===== src/rtl/lrc_pkg.sv =====
package lrc_pkg;

  typedef enum logic [2:0] {
    ST_IDLE,
    ST_REQ_BUS,
    ST_LOCKED,
    ST_FETCH,
    ST_READY
  } lrc_state_e;

  typedef enum logic [2:0] {
    CL_PLAIN,
    CL_RLOCK,
    CL_WUNLOCK,
    CL_MAP_RD_HIT,
    CL_MAP_RD_MISS,
    CL_MAP_WR
  } cyc_class_e;

  localparam logic [1:0] CODE_RLOCK   = 2'b11;
  localparam logic [1:0] CODE_WUNLOCK = 2'b10;

  // Lock codes take precedence over the map window decode.
  function automatic cyc_class_e classify(input logic [1:0] code,
                                          input logic       wr,
                                          input logic       map,
                                          input logic       hit);
    if (code == CODE_RLOCK)        return CL_RLOCK;
    else if (code == CODE_WUNLOCK) return CL_WUNLOCK;
    else if (map && wr)            return CL_MAP_WR;
    else if (map && hit)           return CL_MAP_RD_HIT;
    else if (map)                  return CL_MAP_RD_MISS;
    else                           return CL_PLAIN;
  endfunction

  function automatic logic is_map_read(input cyc_class_e c);
    return (c == CL_MAP_RD_HIT) || (c == CL_MAP_RD_MISS);
  endfunction

  function automatic logic holds_iob(input lrc_state_e s);
    return (s == ST_REQ_BUS) || (s == ST_LOCKED);
  endfunction

endpackage


===== src/rtl/lrc_classify.sv =====
module lrc_classify
  import lrc_pkg::*;
(
  input  logic [1:0] code,
  input  logic       wr,
  input  logic       map,
  input  logic       hit,
  output cyc_class_e cls
);
  always_comb cls = classify(code, wr, map, hit);
endmodule


===== src/rtl/lrc_arbiter.sv =====
module lrc_arbiter #(
  parameter int NDMA = 4
) (
  input  logic            clk,
  input  logic            rst_n,
  input  logic            cpu_req,
  input  logic [NDMA-1:0] dma_req,
  output logic            cpu_gnt,
  output logic [NDMA-1:0] dma_gnt
);
  // Isolate the lowest set bit: lowest index has highest DMA priority.
  function automatic logic [NDMA-1:0] lowest_set(input logic [NDMA-1:0] v);
    return v & (~v + {{(NDMA-1){1'b0}}, 1'b1});
  endfunction

  logic            owner_keeps;
  logic            cpu_nxt;
  logic [NDMA-1:0] dma_nxt;

  always_comb begin
    owner_keeps = (cpu_gnt && cpu_req) || (|(dma_gnt & dma_req));
    cpu_nxt     = cpu_gnt;
    dma_nxt     = dma_gnt;
    if (!owner_keeps) begin
      cpu_nxt = cpu_req;
      dma_nxt = cpu_req ? '0 : lowest_set(dma_req);
    end
  end

  always_ff @(posedge clk or negedge rst_n) begin
    if (!rst_n) cpu_gnt <= 1'b0;
    else        cpu_gnt <= cpu_nxt;
  end

  for (genvar g = 0; g < NDMA; g++) begin : g_dma_gnt
    always_ff @(posedge clk or negedge rst_n) begin
      if (!rst_n) dma_gnt[g] <= 1'b0;
      else        dma_gnt[g] <= dma_nxt[g];
    end
  end
endmodule


===== src/rtl/lrc_seq.sv =====
module lrc_seq
  import lrc_pkg::*;
#(
  parameter int AW = 22,
  parameter int DW = 32
) (
  input  logic          clk,
  input  logic          rst_n,
  input  logic          cyc_valid,
  input  cyc_class_e    cls,
  input  logic [AW-1:0] cyc_addr,
  input  logic          iob_gnt,
  input  logic          sys_done,
  input  logic [DW-1:0] sys_rdata,
  input  logic          dma_pending,
  output logic          iob_req,
  output logic          sys_req,
  output logic          sys_write,
  output logic [AW-1:0] sys_addr,
  output logic          rsp_valid,
  output logic          rsp_retry,
  output logic          rsp_fill,
  output logic [DW-1:0] rsp_data,
  output lrc_state_e    state
);
  lrc_state_e    st_q, st_d;
  logic          taken_q, taken_d;
  logic          wr_q, wr_d;
  logic          done_q, done_d;
  logic [AW-1:0] lat_q, lat_d;
  logic [DW-1:0] ent_q, ent_d;
  logic          retry, fill;

  always_comb begin
    st_d    = st_q;
    taken_d = taken_q;
    wr_d    = wr_q;
    done_d  = done_q;
    lat_d   = lat_q;
    ent_d   = ent_q;
    retry   = 1'b0;
    fill    = 1'b0;
    unique case (st_q)
      ST_IDLE: begin
        if (cyc_valid) begin
          if (cls == CL_RLOCK) begin
            retry = 1'b1;
            st_d  = ST_REQ_BUS;
          end else if (cls == CL_MAP_RD_MISS) begin
            retry  = 1'b1;
            lat_d  = cyc_addr;
            wr_d   = 1'b0;
            done_d = 1'b0;
            st_d   = ST_FETCH;
          end else if (cls == CL_MAP_WR) begin
            lat_d  = cyc_addr;
            wr_d   = 1'b1;
            done_d = 1'b0;
            st_d   = ST_FETCH;
          end
        end
      end
      ST_REQ_BUS: begin
        retry = 1'b1;
        if (iob_gnt) begin
          st_d    = ST_LOCKED;
          taken_d = 1'b0;
        end
      end
      ST_LOCKED: begin
        if (cyc_valid) begin
          if (taken_q) begin
            st_d    = ST_IDLE;
            taken_d = 1'b0;
          end else if (cls == CL_RLOCK) begin
            taken_d = 1'b1;
          end else begin
            retry = 1'b1;
            st_d  = ST_IDLE;
          end
        end
      end
      ST_FETCH: begin
        retry = 1'b1;
        if (sys_done && !done_q) begin
          done_d = 1'b1;
          if (!wr_q) ent_d = sys_rdata;
        end else if (done_q && !dma_pending) begin
          st_d = wr_q ? ST_IDLE : ST_READY;
        end
      end
      ST_READY: begin
        if (cyc_valid) begin
          if (is_map_read(cls) && (cyc_addr == lat_q)) begin
            fill = 1'b1;
            st_d = ST_IDLE;
          end else if (cls == CL_MAP_RD_MISS) begin
            retry  = 1'b1;
            lat_d  = cyc_addr;
            done_d = 1'b0;
            st_d   = ST_FETCH;
          end else begin
            retry = 1'b1;
          end
        end
      end
      default: st_d = ST_IDLE;
    endcase
  end

  always_ff @(posedge clk or negedge rst_n) begin
    if (!rst_n) begin
      st_q      <= ST_IDLE;
      taken_q   <= 1'b0;
      wr_q      <= 1'b0;
      done_q    <= 1'b0;
      lat_q     <= '0;
      ent_q     <= '0;
      rsp_valid <= 1'b0;
      rsp_retry <= 1'b0;
      rsp_fill  <= 1'b0;
      rsp_data  <= '0;
    end else begin
      st_q      <= st_d;
      taken_q   <= taken_d;
      wr_q      <= wr_d;
      done_q    <= done_d;
      lat_q     <= lat_d;
      ent_q     <= ent_d;
      rsp_valid <= cyc_valid;
      rsp_retry <= cyc_valid && retry;
      rsp_fill  <= cyc_valid && fill;
      rsp_data  <= (cyc_valid && fill) ? ent_q : '0;
    end
  end

  assign iob_req   = holds_iob(st_q);
  assign sys_req   = (st_q == ST_FETCH);
  assign sys_write = sys_req && wr_q;
  assign sys_addr  = sys_req ? lat_q : '0;
  assign state     = st_q;
endmodule


===== src/rtl/lock_retry_ctrl.sv =====
module lock_retry_ctrl
  import lrc_pkg::*;
#(
  parameter int AW   = 22,
  parameter int DW   = 32,
  parameter int NDMA = 4
) (
  input  logic            clk,
  input  logic            rst_n,
  input  logic            cyc_valid,
  input  logic [1:0]      cyc_code,
  input  logic            cyc_write,
  input  logic            cyc_map,
  input  logic            cyc_cache_hit,
  input  logic [AW-1:0]   cyc_addr,
  output logic            rsp_valid,
  output logic            rsp_retry,
  output logic            rsp_fill,
  output logic [DW-1:0]   rsp_data,
  input  logic [NDMA-1:0] dma_req,
  output logic [NDMA-1:0] dma_gnt,
  output logic            cpu_iob_gnt,
  output logic            sys_req,
  output logic            sys_write,
  output logic [AW-1:0]   sys_addr,
  input  logic            sys_done,
  input  logic [DW-1:0]   sys_rdata,
  input  logic            dma_pending
);
  cyc_class_e cyc_cls;
  lrc_state_e seq_state;
  logic       iob_req;

  lrc_classify u_cls (
    .code (cyc_code),
    .wr   (cyc_write),
    .map  (cyc_map),
    .hit  (cyc_cache_hit),
    .cls  (cyc_cls)
  );

  lrc_arbiter #(.NDMA(NDMA)) u_arb (
    .clk     (clk),
    .rst_n   (rst_n),
    .cpu_req (iob_req),
    .dma_req (dma_req),
    .cpu_gnt (cpu_iob_gnt),
    .dma_gnt (dma_gnt)
  );

  lrc_seq #(.AW(AW), .DW(DW)) u_seq (
    .clk         (clk),
    .rst_n       (rst_n),
    .cyc_valid   (cyc_valid),
    .cls         (cyc_cls),
    .cyc_addr    (cyc_addr),
    .iob_gnt     (cpu_iob_gnt),
    .sys_done    (sys_done),
    .sys_rdata   (sys_rdata),
    .dma_pending (dma_pending),
    .iob_req     (iob_req),
    .sys_req     (sys_req),
    .sys_write   (sys_write),
    .sys_addr    (sys_addr),
    .rsp_valid   (rsp_valid),
    .rsp_retry   (rsp_retry),
    .rsp_fill    (rsp_fill),
    .rsp_data    (rsp_data),
    .state       (seq_state)
  );
endmodule


===== config.mk =====
export PLATFORM = sky130hd
export DESIGN_NAME = lock_retry_ctrl
export DESIGN_NICKNAME = d
export VERILOG_FILES = /design/src/rtl/lrc_pkg.sv /design/src/rtl/lrc_classify.sv /design/src/rtl/lrc_arbiter.sv /design/src/rtl/lrc_seq.sv /design/src/rtl/lock_retry_ctrl.sv
export SDC_FILE = /design/constraint.sdc
export NUM_CORES = 1
export LEC_CHECK = 0
export BUFFER_PORTS_ARGS = -buffer_cell sky130_fd_sc_hd__buf_2
export CAP_MARGIN = 5
export CORE_MARGIN = 3
export CORE_UTILIZATION = 57
export DETAILED_ROUTE_END_ITERATION = 6
export HOLD_SLACK_MARGIN = 0.15
export PLACE_DENSITY_LB_ADDON = 0.3
export SYNTH_ARGS = -nofsm -noshare
export SYNTH_HDL_FRONTEND = slang
export SYNTH_SLANG_ARGS = --single-unit

===== constraint.sdc =====
create_clock -name clk -period 6.35 [get_ports clk]
set_input_delay 0.9525 -clock clk [delete_from_list [all_inputs] [get_ports clk]]
set_output_delay 0.9525 -clock clk [all_outputs]
set_load 0.01 [all_outputs]

==> impl_metrics.py <==
metrics = {
    "outcome": {
        "status": "finished clean",
    },
    "yosys": {
        "yosysUniqueCellTypes": 48,
        "synth_seq_cells": 100,
        "synth_compound_area_share_pct": 13.1,
        "synthMuxAreaShare_pct": 7.51,
        "ys_seq_area_share_pct": 50.6,
        "synth_edf_count": 0,
        "synth_nets": 516,
        "synth_area_um2": 4950,
        "synth_top_family_by_area": "simple AND/OR/NAND/NOR gates",
        "syn_inst": 448,
        "syn_area_per_cell_um2": 11.0,
        "synth_xor_area_share_pct": 4.07,
        "async_flop_share_pct": 100,
        "synth_fa_ha_area_share_pct": 0,
        "synth-simple-area-share_pct": 20.6,
        "synth_ff_type": "dfrtp_1",
        "yosysWarnings": 0,
    },
    "die": {
        "start_util_pct": 59.3,
        "fp-row-count": 33,
        "die_h_um": 99.2,
        "die_w_um": 99.2,
        "core-area_um2": 8340,
        "io_pins": 132,
        "die_area_um2": 9830,
    },
    "clock_tree": {
        "root_buffer": "clkbuf_8",
        "cts_buffer_depth": 2,
        "cts_resized": 0,
        "clkSlewWorstSetupHoldPaths_ns": 0.11,
        "h-tree-depth": 3,
        "clkSinkCount": 100,
        "cts_buffers": 9,
        "cts_tree": "yes",
        "cts_setup_buffers": 0,
        "clkLatencyLatePin_ns": 0.36,
        "cts_hold_buffers": 0,
    },
    "routing": {
        "wl_per_cell_um": 17.0,
        "routed_wl_um": 11400,
        "drtAntennaViolNets": 0,
        "first_pass_iters": 4,
        "viasPerCell": 5.67,
        "drc_errors": 0,
        "vias": 3806,
        "drt_iter0_markers": 205,
    },
    "timing": {
        "tightestPinTransition_ns": 0.918,
        "finalSetupViolations": 0,
        "fmax_mhz": 305,
        "max-slew-margin-rel_pct": 38.8,
        "finalHoldViolations": 0,
        "finalSetupTns_ns": 0,
        "skew_ns": 0.0151,
        "rsz0062_at_grt": "false",
        "slew_violations": 0,
        "layout_min_cycle_time_ns": 3.28,
        "fin_crit_sh_pct": 51.6,
    },
    "critical_path": {
        "cp_slowest_stage_delay_ns": 0.84,
        "cp.required_ns": 6.57,
        "end_kind": "flop",
        "cp-start-kind": "input pin",
        "cp_max_fo": 25,
        "crit_arrival_ns": 3.50,
        "cp_slowest_cell": "and4_1",
        "crit_type": "in -> reg",
        "cp_cell_sequence": "buf_2 > or3b_2 > nor4_1 > and4_1 > and3_4 > o211ai_1",
    },
    "place": {
        "port-buffer-count": 131,
        "place_area_um2": 5600,
        "place_congestion": 0.937,
        "dp_hpwl_um": 7890,
    },
    "final_layout": {
        "layout.nets": 629,
        "drive_gt1_share_pct": 40.3,
        "final_common_cell": "buf_2",
        "fin_util_pct": 69.4,
        "mostFrequentLayoutCells": "130 x buf_2, 100 x dfrtp_1, 56 x and2_1",
        "area_growth_pct": 17.1,
        "n_fill_cell": 685,
        "diodes": 0,
        "stdcell_area_um2": 5790,
    },
    "global_routing": {
        "first_global_vias": 3910,
        "antenna_found_initial": 0,
        "gr-usage-all-layers_pct": 24.0,
        "gr-total-overflow": 0,
        "grt_max_degree": 54,
        "grt_pass1_wl_um": 18900,
    },
    "power_and_ir_drop": {
        "power_density_nw_per_um2": 313,
        "peakVddDrop_mv": 0.167,
        "p_leak_nw": 2.65,
    },
    "flow_run": {
        "drv_cap": 0,
    },
    "min_path": {
        "hold_path.class": "reg -> reg",
    },
}
[area by class of cell]
type / instances / area, µm² / area share, %
well taps: 105 / 131 / 2.27
clock inverters: 7 / 67.6 / 1.17
repair buffers: 135 / 688 / 11.9
flip-flops and latches: 100 / 2500 / 43.2
multi-input cells: 307 / 2250 / 38.8
inverters: 8 / 30.0 / 0.518
clock buffers: 9 / 124 / 2.14
[flip-flops by register name, indices dropped and copies added, names as in the netlist]
signal	count
u_arb.cpu_gnt	1
u_arb.dma_gnt	4
u_seq.done_q	1
u_seq.ent_q	32
u_seq.lat_q	22
u_seq.rsp_data	32
u_seq.rsp_fill	1
u_seq.rsp_retry	1
u_seq.rsp_valid	1
u_seq.state	3
u_seq.taken_q	1
u_seq.wr_q	1
[routing by layer]
layer  GRT usage [%]  up-vias  wire length (µm)
met3            7.92       18               889
met2            39.5      123              5660
met5               0        -                 0
met4            7.35        0               210
li1                -     1807                 -
met1            30.3     1858              4610
[where the power goes]
part           internal, mW  switching [mW]  total, mW
logic                 0.266           0.277      0.543
clock network         0.152           0.237      0.390
registers             0.777           0.102      0.879
[per-stage QoR]
step	hold slack, ns	total power [mW]	setup WS [ns]	std cells
4_1_cts	0.481	1.83	3.16	671
2_1_floorplan	0.447	1.26	3.69	448
3_5_place_dp	0.459	1.44	2.77	655
5_1_grt	0.496	1.93	2.95	671
6_report	0.486	1.81	3.07	671
3_3_place_gp	0.454	1.41	2.85	655
[critical path: cells and delay by family]
| kind | cells | cell delay [ns] |
|---|---|---|
| AO/OA/AOI/OAI | 1 | 0.17 |
| AND/OR/NAND/NOR | 4 | 2.24 |
| buffers and inverters | 1 | 0.12 |
[Yosys cell counts (6+ instances only)]
master / instances / area (µm²)
dfrtp_1: 100 / 2500
and2_1: 56 / 350
mux2_2: 33 / 372
nand2_1: 33 / 124
and3_1: 21 / 131
nand4_1: 21 / 131
a21oi_2: 18 / 158
clkbuf_1: 18 / 67.6
o211ai_2: 18 / 225
xor2_1: 18 / 158
nor2_1: 11 / 41.3
nor4_1: 9 / 56.3
a21oi_1: 8 / 40.0
inv_1: 8 / 30.0
o21ai_0: 7 / 35.0
buf_6: 6 / 67.6
[cells by family after synthesis]
logic type | after synthesis
xor+xnor | 23
buf+inv | 41
flops | 100
compound gates | 76
mux | 33
simple gates | 175
[worst paths after layout]
kind / from / end / slack (ns) / cells past startpoint
worst max-delay path: cyc_write / u_seq.lat_q[20] / 3.07 / 6
worst min-delay path: u_seq.ent_q[22] / u_seq.rsp_data[22] / 0.49 / 1
worst max register to register: u_seq.state[0] / u_seq.lat_q[7] / 3.49 / 6
worst min register to register: u_seq.ent_q[22] / u_seq.rsp_data[22] / 0.49 / 1
max in group asynchronous: rst_n / u_seq.ent_q[23] / 4.64 / 2
min in group asynchronous: rst_n / u_seq.lat_q[3] / 0.60 / 1
Note: power is estimated with default switching activity, not from simulation.
